[config.mk]
export PLATFORM = sky130hd
export DESIGN_NAME = stagger_out_drv
export DESIGN_NICKNAME = d
export VERILOG_FILES = /design/src/rtl/sod_pkg.sv /design/src/rtl/sod_rst_sync.sv /design/src/rtl/sod_phase_ctr.sv /design/src/rtl/sod_sched.sv /design/src/rtl/sod_bank.sv /design/src/rtl/sod_clk_gen.sv /design/src/rtl/stagger_out_drv.sv
export SDC_FILE = /design/constraint.sdc
export NUM_CORES = 1
export LEC_CHECK = 0
export ABC_AREA = 1
export CAP_MARGIN = 20
export CORE_AREA = 2 2 131 133
export CTS_CLUSTER_SIZE = 10
export DETAILED_ROUTE_END_ITERATION = 12
export DIE_AREA = 0 0 133 135
export GPL_ROUTABILITY_DRIVEN = 0
export GPL_TIMING_DRIVEN = 1
export MAX_ROUTING_LAYER = met4
export PLACE_DENSITY = 0.6
export SYNTH_ARGS = -nofsm -noshare
export SYNTH_HDL_FRONTEND = slang
export SYNTH_SLANG_ARGS = --single-unit
[constraint.sdc]
create_clock -name clk -period 2 [get_ports clk]
set_input_delay 0.5 -clock clk [delete_from_list [all_inputs] [get_ports clk]]
set_output_delay 0.5 -clock clk [all_outputs]
set_load 0.02 [all_outputs]
[src/rtl/sod_pkg.sv]
package sod_pkg;

  typedef enum logic {
    MODE_FIXED  = 1'b0,
    MODE_SPREAD = 1'b1
  } sod_mode_e;

  localparam int LFSR_W = 8;

  // Maximal-length sequence, polynomial x^8 + x^6 + x^5 + x^4 + 1
  function automatic logic [LFSR_W-1:0] lfsr_step(input logic [LFSR_W-1:0] s);
    return {s[LFSR_W-2:0], s[7] ^ s[5] ^ s[4] ^ s[3]};
  endfunction

  // Slot of a bank group after optional reflection and rotation
  function automatic int unsigned slot_of(input int unsigned grp,
                                          input int unsigned nslot,
                                          input logic refl,
                                          input int unsigned rot);
    int unsigned g;
    g = refl ? (nslot - 1 - grp) : grp;
    return (g + rot) % nslot;
  endfunction

endpackage

[src/rtl/sod_rst_sync.sv]
module sod_rst_sync (
  input  logic clk,
  input  logic rst_n,
  output logic rst_sync_n
);

  logic [1:0] sync_q;

  always_ff @(posedge clk or negedge rst_n) begin
    if (!rst_n) sync_q <= 2'b00;
    else        sync_q <= {sync_q[0], 1'b1};
  end

  assign rst_sync_n = sync_q[1];

endmodule

[src/rtl/sod_phase_ctr.sv]
module sod_phase_ctr #(
  parameter  int PHASES = 8,
  localparam int PH_W   = $clog2(PHASES)
) (
  input  logic            clk,
  input  logic            rst_n,
  output logic [PH_W-1:0] ph_o,
  output logic [PH_W-1:0] ph_nxt_o,
  output logic            last_o
);

  logic [PH_W-1:0] ph_q;
  logic [PH_W-1:0] ph_d;
  logic            last;

  always_comb begin
    last = (ph_q == PH_W'(PHASES - 1));
    ph_d = last ? '0 : PH_W'(ph_q + 1'b1);
  end

  always_ff @(posedge clk or negedge rst_n) begin
    if (!rst_n) ph_q <= '0;
    else        ph_q <= ph_d;
  end

  assign ph_o     = ph_q;
  assign ph_nxt_o = ph_d;
  assign last_o   = last;

endmodule

[src/rtl/sod_sched.sv]
module sod_sched
  import sod_pkg::*;
#(
  parameter  int NUM_BANKS  = 3,
  parameter  int MAX_PER_PH = 1,
  parameter  int PHASES     = 8,
  parameter  int CLK_PH     = 5,
  parameter  logic [LFSR_W-1:0] SEED = 8'hA5,
  localparam int PH_W       = $clog2(PHASES),
  localparam int NSLOT      = (NUM_BANKS + MAX_PER_PH - 1) / MAX_PER_PH
) (
  input  logic                           clk,
  input  logic                           rst_n,
  input  logic                           adv_i,
  input  logic                           spread_i,
  output logic [NUM_BANKS-1:0][PH_W-1:0] slot_o,
  output logic [PH_W-1:0]                clk_ph_o,
  output sod_mode_e                      mode_o
);

  logic [LFSR_W-1:0] lfsr_q, lfsr_d;
  logic [PH_W-1:0]   slot_q [NUM_BANKS];
  logic [PH_W-1:0]   slot_d [NUM_BANKS];
  logic [PH_W-1:0]   clk_ph_q, clk_ph_d;
  sod_mode_e         mode_q, mode_d;
  int unsigned       rot;
  logic              refl;

  // Shared next-state: sequence, mode, clock edge position
  always_comb begin
    rot      = int'(lfsr_q[3:0]) % NSLOT;
    refl     = lfsr_q[4];
    lfsr_d   = lfsr_q;
    mode_d   = mode_q;
    clk_ph_d = clk_ph_q;
    if (adv_i) begin
      lfsr_d = lfsr_step(lfsr_q);
      mode_d = spread_i ? MODE_SPREAD : MODE_FIXED;
      if (spread_i) begin
        case (lfsr_q[6:5])
          2'b00:   clk_ph_d = PH_W'(CLK_PH - 1);
          2'b11:   clk_ph_d = PH_W'(CLK_PH + 1);
          default: clk_ph_d = PH_W'(CLK_PH);
        endcase
      end else begin
        clk_ph_d = PH_W'(CLK_PH);
      end
    end
  end

  // Per-bank slot selection
  for (genvar b = 0; b < NUM_BANKS; b++) begin : g_slot
    localparam int GRP = b / MAX_PER_PH;
    always_comb begin
      slot_d[b] = slot_q[b];
      if (adv_i) begin
        if (spread_i) slot_d[b] = PH_W'(slot_of(GRP, NSLOT, refl, rot));
        else          slot_d[b] = PH_W'(GRP);
      end
    end
    assign slot_o[b] = slot_q[b];
  end

  always_ff @(posedge clk or negedge rst_n) begin
    if (!rst_n) begin
      lfsr_q   <= SEED;
      mode_q   <= MODE_FIXED;
      clk_ph_q <= PH_W'(CLK_PH);
      for (int b = 0; b < NUM_BANKS; b++) slot_q[b] <= PH_W'(b / MAX_PER_PH);
    end else begin
      lfsr_q   <= lfsr_d;
      mode_q   <= mode_d;
      clk_ph_q <= clk_ph_d;
      for (int b = 0; b < NUM_BANKS; b++) slot_q[b] <= slot_d[b];
    end
  end

  assign clk_ph_o = clk_ph_q;
  assign mode_o   = mode_q;

endmodule

[src/rtl/sod_bank.sv]
module sod_bank #(
  parameter int BW   = 8,
  parameter int PH_W = 3
) (
  input  logic            clk,
  input  logic            rst_n,
  input  logic            cap_i,
  input  logic [PH_W-1:0] slot_i,
  input  logic [PH_W-1:0] ph_i,
  input  logic [BW-1:0]   d_i,
  output logic [BW-1:0]   q_o
);

  logic [BW-1:0] hold_q, hold_d;
  logic [BW-1:0] out_q, out_d;
  logic          upd_en;

  always_comb begin
    upd_en = !cap_i && (ph_i == slot_i);
    hold_d = cap_i  ? d_i    : hold_q;
    out_d  = upd_en ? hold_q : out_q;
  end

  always_ff @(posedge clk or negedge rst_n) begin
    if (!rst_n) begin
      hold_q <= '0;
      out_q  <= '0;
    end else begin
      hold_q <= hold_d;
      out_q  <= out_d;
    end
  end

  assign q_o = out_q;

endmodule

[src/rtl/sod_clk_gen.sv]
module sod_clk_gen #(
  parameter int PH_W = 3
) (
  input  logic            clk,
  input  logic            rst_n,
  input  logic [PH_W-1:0] ph_nxt_i,
  input  logic [PH_W-1:0] clk_ph_i,
  input  logic            edge_sel_i,
  output logic            out_clk_o
);

  logic lvl_q, lvl_d;

  // High from the active sub-phase to the end of the period and through sub-phase 0
  always_comb begin
    lvl_d = (ph_nxt_i == '0) || (ph_nxt_i >= clk_ph_i);
  end

  always_ff @(posedge clk or negedge rst_n) begin
    if (!rst_n) lvl_q <= 1'b0;
    else        lvl_q <= lvl_d;
  end

  assign out_clk_o = lvl_q ^ edge_sel_i;

endmodule

[src/rtl/stagger_out_drv.sv]
module stagger_out_drv
  import sod_pkg::*;
#(
  parameter  int DATA_W     = 24,
  parameter  int NUM_BANKS  = 3,
  parameter  int MAX_PER_PH = 1,
  parameter  int PHASES     = 8,
  parameter  int CLK_PH     = 5,
  localparam int PH_W       = $clog2(PHASES),
  localparam int BW         = DATA_W / NUM_BANKS
) (
  input  logic              clk,
  input  logic              rst_n,
  input  logic              spread_en,
  input  logic              edge_sel,
  input  logic [DATA_W-1:0] pix_data,
  output logic              pix_req,
  output logic [DATA_W-1:0] out_data,
  output logic              out_clk
);

  logic                           rst_s_n;
  logic [PH_W-1:0]                ph_q;
  logic [PH_W-1:0]                ph_nxt;
  logic                           last_ph;
  logic [NUM_BANKS-1:0][PH_W-1:0] slot;
  logic [PH_W-1:0]                clk_ph;
  sod_mode_e                      mode_q;

  sod_rst_sync u_rst (
    .clk        (clk),
    .rst_n      (rst_n),
    .rst_sync_n (rst_s_n)
  );

  sod_phase_ctr #(.PHASES(PHASES)) u_phase (
    .clk      (clk),
    .rst_n    (rst_s_n),
    .ph_o     (ph_q),
    .ph_nxt_o (ph_nxt),
    .last_o   (last_ph)
  );

  sod_sched #(
    .NUM_BANKS  (NUM_BANKS),
    .MAX_PER_PH (MAX_PER_PH),
    .PHASES     (PHASES),
    .CLK_PH     (CLK_PH)
  ) u_sched (
    .clk      (clk),
    .rst_n    (rst_s_n),
    .adv_i    (last_ph),
    .spread_i (spread_en),
    .slot_o   (slot),
    .clk_ph_o (clk_ph),
    .mode_o   (mode_q)
  );

  for (genvar b = 0; b < NUM_BANKS; b++) begin : g_bank
    sod_bank #(.BW(BW), .PH_W(PH_W)) u_bank (
      .clk    (clk),
      .rst_n  (rst_s_n),
      .cap_i  (last_ph),
      .slot_i (slot[b]),
      .ph_i   (ph_q),
      .d_i    (pix_data[b*BW +: BW]),
      .q_o    (out_data[b*BW +: BW])
    );
  end

  sod_clk_gen #(.PH_W(PH_W)) u_clk (
    .clk        (clk),
    .rst_n      (rst_s_n),
    .ph_nxt_i   (ph_nxt),
    .clk_ph_i   (clk_ph),
    .edge_sel_i (edge_sel),
    .out_clk_o  (out_clk)
  );

  assign pix_req = last_ph;

endmodule

==> out/metrics.cfg <==
[run_status]
run_status = finished with violations
violations = negative setup slack

[power_and_ir_drop]
powerDensity_nw_per_um2 = 385
power.total_mw = 3.30
power_leakage_nw = 4.18
ir_worst_vdd_mv = 0.449

[setup_path]
worstSetupStartpointType = flop
crit_type = reg2reg
crit_path_end_kind = flop
cp_slowest_stage_delay_ps = 550
cp_slowest_cell = dfstp_2
cp.arrival_ps = 6140
worstPathMaxFanout = 5
cpMostUsedCell = nand2_1
required_ps = 2250
reg2reg_depth = 47

[detailed_routing]
totalWireLength_mm = 13.8
firstDrtPassIters = 5
drt-initial-drc-count = 273
drc = 0
vias = 5606
vias_per_cell = 4.49
wl_per_cell_um = 11.1
detail-route-antenna-nets = 0

[timing]
grt_setup_unrepaired = true
max_freq_ghz = 0.170
fin_ws_ps = -3900
final.setup_skew_ps = 4.98
final.setup.tns_ps = -34150
setup_viol = 9
post-route-period-util_pct = 295
whs_ps = 233
finalMaxSlewViolations = 0
hold_viol = 0
finalCriticalPeriod_ps = 5900

[clocking]
htreeDepth = 3
clock_sinks = 73
cts_tree = built
cts_root_buf = clkbuf_16
path_clk_slew_ps = 60
cts_made_buffers = 9
clockBufferDepth = 2
clk_latency_ps = 330

[yosys]
synth_cell_type_count = 43
syn_inst = 794
ys_seq_elements = 73
synth_common_cells = 216 x nand2_1, 113 x inv_1, 66 x dfrtp_1, 62 x o21ai_0, 57 x nand3_1
synth_edf_count = 0
async_flop_share_pct = 100
ys_warn_count = 0
syn_avg_cell_area_um2 = 7.13
yosysMostFrequentCell = nand2_1
synth.area.top_cells = dfrtp_1 29%, nand2_1 14%, inv_1 7.5%, o21ai_0 5.5%, nand3_1 5.0%
netlist_area_um2 = 5660
synth_top_area_share_pct = 29.2
syn_nets = 844
synth_top_area_cell = dfrtp_1
synthFlopType = dfrtp_1
seq_area_frac_synth_pct = 32.4

[layout]
fin_nets = 1074
fin_cells = 1249
diodes = 0
drive_gt1_share_pct = 38.7
synthToLayoutAreaGrowth_pct = 51.2

[global_route]
grt_antenna_before_repair = 0
grt_overflow = 0
grt_max_degree = 71
grt_pass1_vias = 5509
grt.total_usage_pct = 16.1
grt_first_pass_wirelength_mm = 23.8

[floorplan]
dieArea_um2 = 18000
die_x_um = 133
rows = 47
io_pins = 54
core_um2 = 16400
die_h_um = 135
initial_utilization_pct = 34.5

[placement]
port-buffer-count = 53
place_inst = 1194
dp_hpwl_mm = 10.1

[min_path]
hold_class = reg2async

[run]
maxCapViolCount = 0

-- stage by stage --
stage	setup slack [ps]	utilization [%]	instance area (um^2)
3_5_place_dp	-3850	46.7	7670
5_1_grt	-4350	52.2	8560
3_3_place_gp	-3700	46.7	7670
2_1_floorplan	-3790	-	5830
4_1_cts	-3760	50.4	8270
6_report	-3900	52.2	8560
-- state kept, by name, summed over array words and instances, names as in the netlist --
name and count:
u_sched.slot_o 9, u_rst.sync_q 2, u_clk.lvl_q 1, u_sched.lfsr_q 8, u_phase.ph_o 3, u_sched.clk_ph_o 2
g_bank.u_bank.hold_q 24, g_bank.u_bank.q_o 24
-- kinds of logic after synthesis --
logic type / after synthesis / share of synthesized area, %
xor+xnor: 17 / 2.63
flops: 73 / 32.4
other cells: 1 / 0.0662
buf+inv: 145 / 9.81
fa+ha+maj: 22 / 4.86
compound gates: 136 / 13.8
simple gates: 400 / 36.4
-- final timing paths --
check	start	endpoint	slack, ps
setup / recovery	u_sched.lfsr_q[2]	u_sched.slot_o[5]	-3900
hold / removal	u_rst.sync_q[1]	u_sched.lfsr_q[6]	230
setup reg to reg	u_sched.lfsr_q[2]	u_sched.slot_o[5]	-3900
hold reg to reg	u_rst.sync_q[1]	u_sched.lfsr_q[6]	230
max in group asynchronous	u_rst.sync_q[1]	u_sched.slot_o[3]	1100
min in group clk	u_rst.sync_q[0]	u_rst.sync_q[1]	350
-- placed cells by master, fill, tap and decap left out, types with 4 or more instances in the layout --
cell               n
a21oi_1           19
a21oi_2            5
buf_4            171
clkbuf_16         10
clkdlybuf4s50_1   51
clkinvlp_4         4
dfrtp_1           65
dfstp_2            7
ha_1               7
ha_2               6
ha_4               9
inv_1            104
inv_2             18
inv_4              6
nand2_1          190
nand2_2           45
nand2_4            7
nand2_8            4
nand3_1           47
nand3_2           24
nand3_4            5
nand4_1            8
nor2_1            35
nor2_2            12
nor2_4            10
nor2_8             4
o21ai_0           60
o21ai_1           16
o21ai_2           21
xnor2_1            8
xor2_1             7
-- critical path, delay by kind of cell, from the launching register on --
kind	cells	cell delay (ps)
AND/OR/NAND/NOR	21	1920
AO/OA/AOI/OAI	10	1180
adder cells (fa/ha/maj)	6	1020
buffers and inverters	7	620
flip-flops	1	550
XOR/XNOR	3	520
-- repair_timing --
action / in CTS / in global routing
cloned: 0 / 1
hold buffers: 0 / 0
setup endpoints to repair: 11 / 10
gates resized for setup: 36 / 49
hold endpoints to repair: 0 / 0
buffers inserted: 26 / 12
pin swaps: 61 / 49
-- metal layers --
metal  GRT usage [%]  vias to the layer above  part of all wire, %
met4            4.18                        0                  1.0
met3            1.80                       14                  2.6
li1                -                     2990                    -
met2            27.1                       68                   47
met5               -                        -                    0
met1            20.7                     2534                   49
-- power by group --
group | switching (mW) | total [mW] | internal (mW) | leakage [nW]
Clock | 0.664 | 1.53 | 0.865 | 0.133
Sequential | 0.0304 | 1.56 | 1.53 | 0.874
Combinational | 0.0955 | 0.205 | 0.110 | 3.18
Total | 0.790 | 3.30 | 2.51 | 4.18
-- final cells by class --
cell class,instances,area [um^2]
fillers,1501,7850
clock inverters,7,62.6
multi-input cells,576,3710
flip-flops and latches,73,1840
inverters,133,520
repair buffers,231,1930
well taps,220,275
clock buffers,9,225
Note: power is estimated with default switching activity, not from simulation.
